--- config.mk ---
export PLATFORM = sky130hd
export DESIGN_NAME = dma_req_pulse_gen
export DESIGN_NICKNAME = d
export VERILOG_FILES = /design/src/rtl/dma_req_pkg.sv /design/src/rtl/dma_req_pulse_timer.sv /design/src/rtl/dma_req_ctrl.sv /design/src/rtl/dma_req_datapath.sv /design/src/rtl/dma_req_pulse_gen.sv
export SDC_FILE = /design/constraint.sdc
export NUM_CORES = 1
export LEC_CHECK = 0
export BUFFER_PORTS_ARGS = -buffer_cell sky130_fd_sc_hd__buf_4
export CELL_PAD_IN_SITES_DETAIL_PLACEMENT = 1
export CELL_PAD_IN_SITES_GLOBAL_PLACEMENT = 2
export CORE_MARGIN = 1
export CORE_UTILIZATION = 31
export DETAILED_ROUTE_END_ITERATION = 10
export GPL_TIMING_DRIVEN = 0
export PLACE_DENSITY = 0.78
export REMOVE_ABC_BUFFERS = 1
export SETUP_SLACK_MARGIN = 0.5
export SKIP_LAST_GASP = 1
export SLEW_MARGIN = 20
export SYNTH_ARGS = -nofsm -noshare
export SYNTH_HDL_FRONTEND = slang
export SYNTH_SLANG_ARGS = --single-unit
export TNS_END_PERCENT = 30
--- constraint.sdc ---
create_clock -name clk -period 3.35 [get_ports clk]
set_input_delay 0.335 -clock clk [delete_from_list [all_inputs] [get_ports clk]]
set_output_delay 0.335 -clock clk [all_outputs]
set_load 0.01 [all_outputs]
--- src/rtl/dma_req_pkg.sv ---
package dma_req_pkg;

  // Per-channel strobes from control to datapath
  typedef struct packed {
    logic txFire;   // start a transmit request pulse
    logic rxFire;   // start a receive request pulse
    logic intSet;   // raise the receiver interrupt
  } chanStrobe_t;

endpackage

--- src/rtl/dma_req_pulse_timer.sv ---
module dma_req_pulse_timer #(
  parameter int PULSE_LEN = 3
) (
  input  logic clk,
  input  logic rstN,
  input  logic fire,
  output logic pulseN
);
  localparam int CNT_W = $clog2(PULSE_LEN + 1);
  localparam logic [CNT_W-1:0] LOAD_VAL = CNT_W'(PULSE_LEN);

  logic [CNT_W-1:0] remain;

  always_ff @(posedge clk or negedge rstN) begin
    if (!rstN) begin
      remain <= '0;
    end else if (fire && remain == '0) begin
      remain <= LOAD_VAL;
    end else if (remain != '0) begin
      remain <= remain - 1'b1;
    end
  end

  assign pulseN = (remain == '0);

  // Independent run-length monitor of the output level
  logic [CNT_W-1:0] lowRun;
  always_ff @(posedge clk or negedge rstN) begin
    if (!rstN) lowRun <= '0;
    else if (pulseN) lowRun <= '0;
    else lowRun <= lowRun + 1'b1;
  end

  AST_PULSE_NOT_LONG: assert property (@(posedge clk) disable iff (!rstN)
    !pulseN |-> lowRun < LOAD_VAL) else $error("pulse too long");
  AST_PULSE_FULL_WIDTH: assert property (@(posedge clk) disable iff (!rstN)
    $rose(pulseN) |-> lowRun == LOAD_VAL) else $error("pulse cut short");

endmodule

--- src/rtl/dma_req_ctrl.sv ---
module dma_req_ctrl
  import dma_req_pkg::*;
#(
  parameter int NUM_CH = 2
) (
  input  logic                     clk,
  input  logic                     rstN,
  input  logic [NUM_CH-1:0]        txEmpty,
  input  logic [NUM_CH-1:0]        rxAvail,
  input  logic [NUM_CH-1:0]        txReqEn,
  input  logic [NUM_CH-1:0]        rxReqEn,
  input  logic [NUM_CH-1:0]        firstCharMode,
  input  logic [NUM_CH-1:0]        specialCond,
  input  logic [NUM_CH-1:0]        txRdyN,
  input  logic [NUM_CH-1:0]        rxRdyN,
  output chanStrobe_t [NUM_CH-1:0] strobe
);

  for (genvar ch = 0; ch < NUM_CH; ch++) begin : g_chan
    logic txPrev, rxPrev;
    logic txRise, rxRise, divert;

    always_ff @(posedge clk or negedge rstN) begin
      if (!rstN) begin
        txPrev <= 1'b0;
        rxPrev <= 1'b0;
      end else begin
        txPrev <= txEmpty[ch];
        rxPrev <= rxAvail[ch];
      end
    end

    assign txRise = txEmpty[ch] & ~txPrev;
    assign rxRise = rxAvail[ch] & ~rxPrev;
    assign divert = firstCharMode[ch] & specialCond[ch];

    // A request is started only while the same output is idle
    assign strobe[ch].txFire = txRise & txReqEn[ch] & txRdyN[ch];
    assign strobe[ch].rxFire = rxRise & rxReqEn[ch] & ~divert & rxRdyN[ch];
    assign strobe[ch].intSet = rxRise & divert;

    AST_TX_FALL_CAUSE: assert property (@(posedge clk) disable iff (!rstN)
      $fell(txRdyN[ch]) |-> $past(txReqEn[ch] && txEmpty[ch])) else $error("tx cause");
    AST_RX_FALL_CAUSE: assert property (@(posedge clk) disable iff (!rstN)
      $fell(rxRdyN[ch]) |-> $past(rxReqEn[ch] && rxAvail[ch]
                                  && !(firstCharMode[ch] && specialCond[ch]))) else $error("rx cause");
    AST_RX_DIVERT_HIGH: assert property (@(posedge clk) disable iff (!rstN)
      (strobe[ch].intSet && rxRdyN[ch]) |=> rxRdyN[ch]) else $error("diverted rx pulsed");
    AST_TX_HELD_ONCE: assert property (@(posedge clk) disable iff (!rstN)
      ($past(txEmpty[ch]) && txEmpty[ch] && txRdyN[ch] && $past(txRdyN[ch])) |=> txRdyN[ch])
      else $error("held level retriggered");
  end

endmodule

--- src/rtl/dma_req_datapath.sv ---
module dma_req_datapath
  import dma_req_pkg::*;
#(
  parameter int NUM_CH    = 2,
  parameter int PULSE_LEN = 3
) (
  input  logic                     clk,
  input  logic                     rstN,
  input  chanStrobe_t [NUM_CH-1:0] strobe,
  input  logic [NUM_CH-1:0]        rxIntClr,
  output logic [NUM_CH-1:0]        txRdyN,
  output logic [NUM_CH-1:0]        rxRdyN,
  output logic [NUM_CH-1:0]        rxIntReq
);

  for (genvar ch = 0; ch < NUM_CH; ch++) begin : g_chan
    dma_req_pulse_timer #(.PULSE_LEN(PULSE_LEN)) txTimer_i (
      .clk    (clk),
      .rstN   (rstN),
      .fire   (strobe[ch].txFire),
      .pulseN (txRdyN[ch])
    );

    dma_req_pulse_timer #(.PULSE_LEN(PULSE_LEN)) rxTimer_i (
      .clk    (clk),
      .rstN   (rstN),
      .fire   (strobe[ch].rxFire),
      .pulseN (rxRdyN[ch])
    );

    // Sticky interrupt flag; a new set outranks a clear
    always_ff @(posedge clk or negedge rstN) begin
      if (!rstN) rxIntReq[ch] <= 1'b0;
      else if (strobe[ch].intSet) rxIntReq[ch] <= 1'b1;
      else if (rxIntClr[ch]) rxIntReq[ch] <= 1'b0;
    end

    AST_INT_SET_CAUSE: assert property (@(posedge clk) disable iff (!rstN)
      $rose(rxIntReq[ch]) |-> $past(strobe[ch].intSet)) else $error("spurious int");
    AST_INT_STICKY: assert property (@(posedge clk) disable iff (!rstN)
      (rxIntReq[ch] && !rxIntClr[ch]) |=> rxIntReq[ch]) else $error("int lost");
    AST_INT_CLEARED: assert property (@(posedge clk) disable iff (!rstN)
      (rxIntClr[ch] && !strobe[ch].intSet) |=> !rxIntReq[ch]) else $error("int not cleared");
  end

endmodule

--- src/rtl/dma_req_pulse_gen.sv ---
module dma_req_pulse_gen
  import dma_req_pkg::*;
#(
  parameter int NUM_CH    = 2,
  parameter int PULSE_LEN = 3
) (
  input  logic              clk,
  input  logic              rstN,
  input  logic [NUM_CH-1:0] txEmpty,
  input  logic [NUM_CH-1:0] rxAvail,
  input  logic [NUM_CH-1:0] txReqEn,
  input  logic [NUM_CH-1:0] rxReqEn,
  input  logic [NUM_CH-1:0] firstCharMode,
  input  logic [NUM_CH-1:0] specialCond,
  input  logic [NUM_CH-1:0] rxIntClr,
  output logic [NUM_CH-1:0] txRdyN,
  output logic [NUM_CH-1:0] rxRdyN,
  output logic [NUM_CH-1:0] rxIntReq
);

  chanStrobe_t [NUM_CH-1:0] strobe;

  dma_req_ctrl #(.NUM_CH(NUM_CH)) ctrl_i (
    .clk           (clk),
    .rstN          (rstN),
    .txEmpty       (txEmpty),
    .rxAvail       (rxAvail),
    .txReqEn       (txReqEn),
    .rxReqEn       (rxReqEn),
    .firstCharMode (firstCharMode),
    .specialCond   (specialCond),
    .txRdyN        (txRdyN),
    .rxRdyN        (rxRdyN),
    .strobe        (strobe)
  );

  dma_req_datapath #(.NUM_CH(NUM_CH), .PULSE_LEN(PULSE_LEN)) dp_i (
    .clk      (clk),
    .rstN     (rstN),
    .strobe   (strobe),
    .rxIntClr (rxIntClr),
    .txRdyN   (txRdyN),
    .rxRdyN   (rxRdyN),
    .rxIntReq (rxIntReq)
  );

  AST_RESET_IDLE: assert property (@(posedge clk)
    !rstN |=> (rstN || (&txRdyN && &rxRdyN && rxIntReq == '0))) else $error("reset state");

endmodule

==> flow_summary.json <==
{
  "run_status": "finished clean",
  "yosys.area.top_type": "dfrtp_1",
  "fin_area_um2": 853,
  "clock-sinks": 14,
  "ant_nets": 0,
  "track_usage": 0.119,
  "ys_types": 19,
  "cts_resized": 0,
  "fillers": 229,
  "setup_tns_ns": 0,
  "crit_path_max_incr_delay_ns": 0.37,
  "ctsLongestPathBuffers": 2,
  "antenna_found_initial": 0,
  "routed_via_density": 4.34,
  "place.detailed.hpwl_um": 848,
  "die-area_um2": 2320,
  "ys_ff_latch": 14,
  "cpMaxStageDelayCell": "dfrtp_1",
  "vias": 451,
  "path_cells": "inv_1 > ha_1 > buf_4",
  "path_class": "reg -> out",
  "dpl_worst_slack_ns": 2.21,
  "coreArea_um2": 1980,
  "drv_cap": 0,
  "fin_crit_sh": 0.421,
  "p_leak_nw": 0.456,
  "ir_drop_uv": 365,
  "cts_made_buffers": 3,
  "cp-start-kind": "flip-flop",
  "setup_viol": 0,
  "crit_arrival_ns": 1.08,
  "yosysSeqAreaShare": 0.531,
  "synth_area_leaders": "dfrtp_1 (53%), ha_1 (7.6%), mux2i_1 (6.1%), inv_1 (5.7%), buf_4 (4.6%)",
  "htreeDepth": 1,
  "path_max_fanout": 3,
  "fmax_ghz": 0.708,
  "ys_warn_count": 0,
  "hold_viol": 0,
  "drc": 0,
  "grt_pass1_vias": 433,
  "finClkSkew_ns": 0.00520,
  "wl_um": 1000,
  "yosysTopAreaCellShare": 0.531,
  "grt-ovfl-total": 0,
  "tightestPinTransition_ns": 0.210,
  "path_clk_slew_ns": 0.08,
  "worst_slack_ns": 1.94,
  "io_buffer_count": 21,
  "wire_per_inst_um": 9.65,
  "gp_congestion": 0.608,
  "p_per_area_nw_per_um2": 715,
  "syn_avg_cell_area_um2": 11.8,
  "multi_input_area_um2": 238,
  "clk_latency_ns": 0.27,
  "die_w_um": 48.1,
  "synth.cell_area_um2": 659,
  "cp-end-kind": "output pin",
  "finalNetCount": 99,
  "first_pass_iters": 2,
  "crit_required_ns": 3.01,
  "grt_max_degree": 15,
  "finalHoldWorstSlack_ns": 0.176,
  "fp-row-count": 16,
  "diodes": 0,
  "max_slew_margin": 0.859,
  "final_max_slew_viol_count": 0,
  "areaGrowthSynthToFinish_pct": 29.4,
  "hold_path.class": "in -> reg",
  "synthCells": 56,
  "period_minus_slack_ns": 1.41,
  "cts_tree": "built",
  "ios": 22,
  "rsz0062_at_grt": "no",
  "start_util": 0.333,
  "grt_pass1_wl_um": 1830,
  "cts-root-buf": "clkbuf_4",
  "placed_area_um2": 821,
  "die_h_um": 48.1,
  "drive_gt1_frac": 0.416,
  "register_area_um2": 350,
  "drt-initial-drc-count": 1
}
critical path: cells and delay by family (launching register included):
family | cells | cell delay [ns]
DFF | 1 | 0.37
buffers and inverters | 2 | 0.23
adders and majority gates | 1 | 0.21
final cells by class:
| class | count | share of cell area |
|---|---|---|
| clock buffer | 3 | 0.0264 |
| inverter | 11 | 0.0484 |
| multi-input combinational | 27 | 0.279 |
| sequential | 14 | 0.411 |
| tap | 27 | 0.0396 |
| timing repair buffer | 22 | 0.196 |
synth_stat cells:
| master | instances |
|---|---|
| dfrtp_1 | 14 |
| inv_1 | 10 |
| buf_4 | 4 |
| ha_1 | 4 |
| mux2i_1 | 4 |
| nand2_1 | 4 |
| nand3b_1 | 3 |
| mux2_2 | 2 |
| a21oi_1 | 1 |
| a311oi_1 | 1 |
| a31oi_1 | 1 |
| a32o_2 | 1 |
| and2_4 | 1 |
| inv_2 | 1 |
| mux2_4 | 1 |
| nor2b_4 | 1 |
| o21ai_0 | 1 |
| o21ai_1 | 1 |
| o21ai_2 | 1 |
final timing paths:
check                                                          end  cells after the start  slack, ns                          startpoint
worst min-delay path                       ctrl_i.g_chan[1].rxPrev                      1       0.18                          rxAvail[1]
worst max register to register  dp_i.g_chan[1].rxTimer_i.remain[1]                      5       2.21  dp_i.g_chan[1].rxTimer_i.remain[0]
min in group asynchronous       dp_i.g_chan[0].rxTimer_i.remain[1]                      2       0.43                                rstN
worst max-delay path                                     rxRdyN[0]                      3       1.94  dp_i.g_chan[0].rxTimer_i.remain[0]
worst min register to register  dp_i.g_chan[1].rxTimer_i.remain[0]                      1       0.48  dp_i.g_chan[1].rxTimer_i.remain[0]
max in group asynchronous       dp_i.g_chan[0].txTimer_i.remain[1]                      2       2.75                                rstN
where the power goes:
| group | leakage, nW | total [W] | internal, W | switching [W] |
|---|---|---|---|---|
| Sequential | 0.166 | 0.000244 | 0.000227 | 0.0000176 |
| Clock | 0.0138 | 0.0000891 | 0.0000416 | 0.0000475 |
| Combinational | 0.276 | 0.000277 | 0.000150 | 0.000127 |
routing by layer:
metal	track usage	share of wire	up-vias	routed length, um
met1	0.138	0.40	213	398
met4	0.0333	0.0060	0	6
met2	0.197	0.52	12	527
li1	-	-	224	-
met3	0.0556	0.070	2	70
met5	0	0	-	0
state kept, by name, summed over array words and instances (netlist names):
signal / flops
dp_i.g_chan.rxTimer_i.remain: 4
dp_i.g_chan.txTimer_i.remain: 4
ctrl_i.g_chan.rxPrev: 2
ctrl_i.g_chan.txPrev: 2
dp_i.rxIntReq: 2
stage by stage:
step | util | cells | total power, W
final | 0.431 | 104 | 0.000610
after floorplan | - | 52 | 0.000444
after CTS | 0.431 | 104 | 0.000626
after global placement | 0.414 | 100 | 0.000519
after global routing | 0.431 | 104 | 0.000673
after detailed placement | 0.414 | 100 | 0.000530
cells by family after synthesis:
group | count (synthesis) | synth area share
buffers and inverters | 15 | 0.108
DFF | 14 | 0.531
and+or+nand+nor | 9 | 0.0911
AOI/OAI and AO/OA | 7 | 0.0759
muxes | 7 | 0.118
adders and majority gates | 4 | 0.0759
cell usage in the layout, fill, tap and decap left out, types with 2 or more instances in the layout:
cell type and instances:
clkbuf_4 3, nand3b_1 3, buf_4 21, ha_1 4, nand2_1 4, mux2_2 2
dfrtp_1 14, mux2i_1 4, inv_1 10
timing repair:
item,4_1_cts,5_1_grt
hold endpoints to repair,14,0
setup buffers,0,0
hold buffers,1,0
Power figures use the tool's default switching activity.
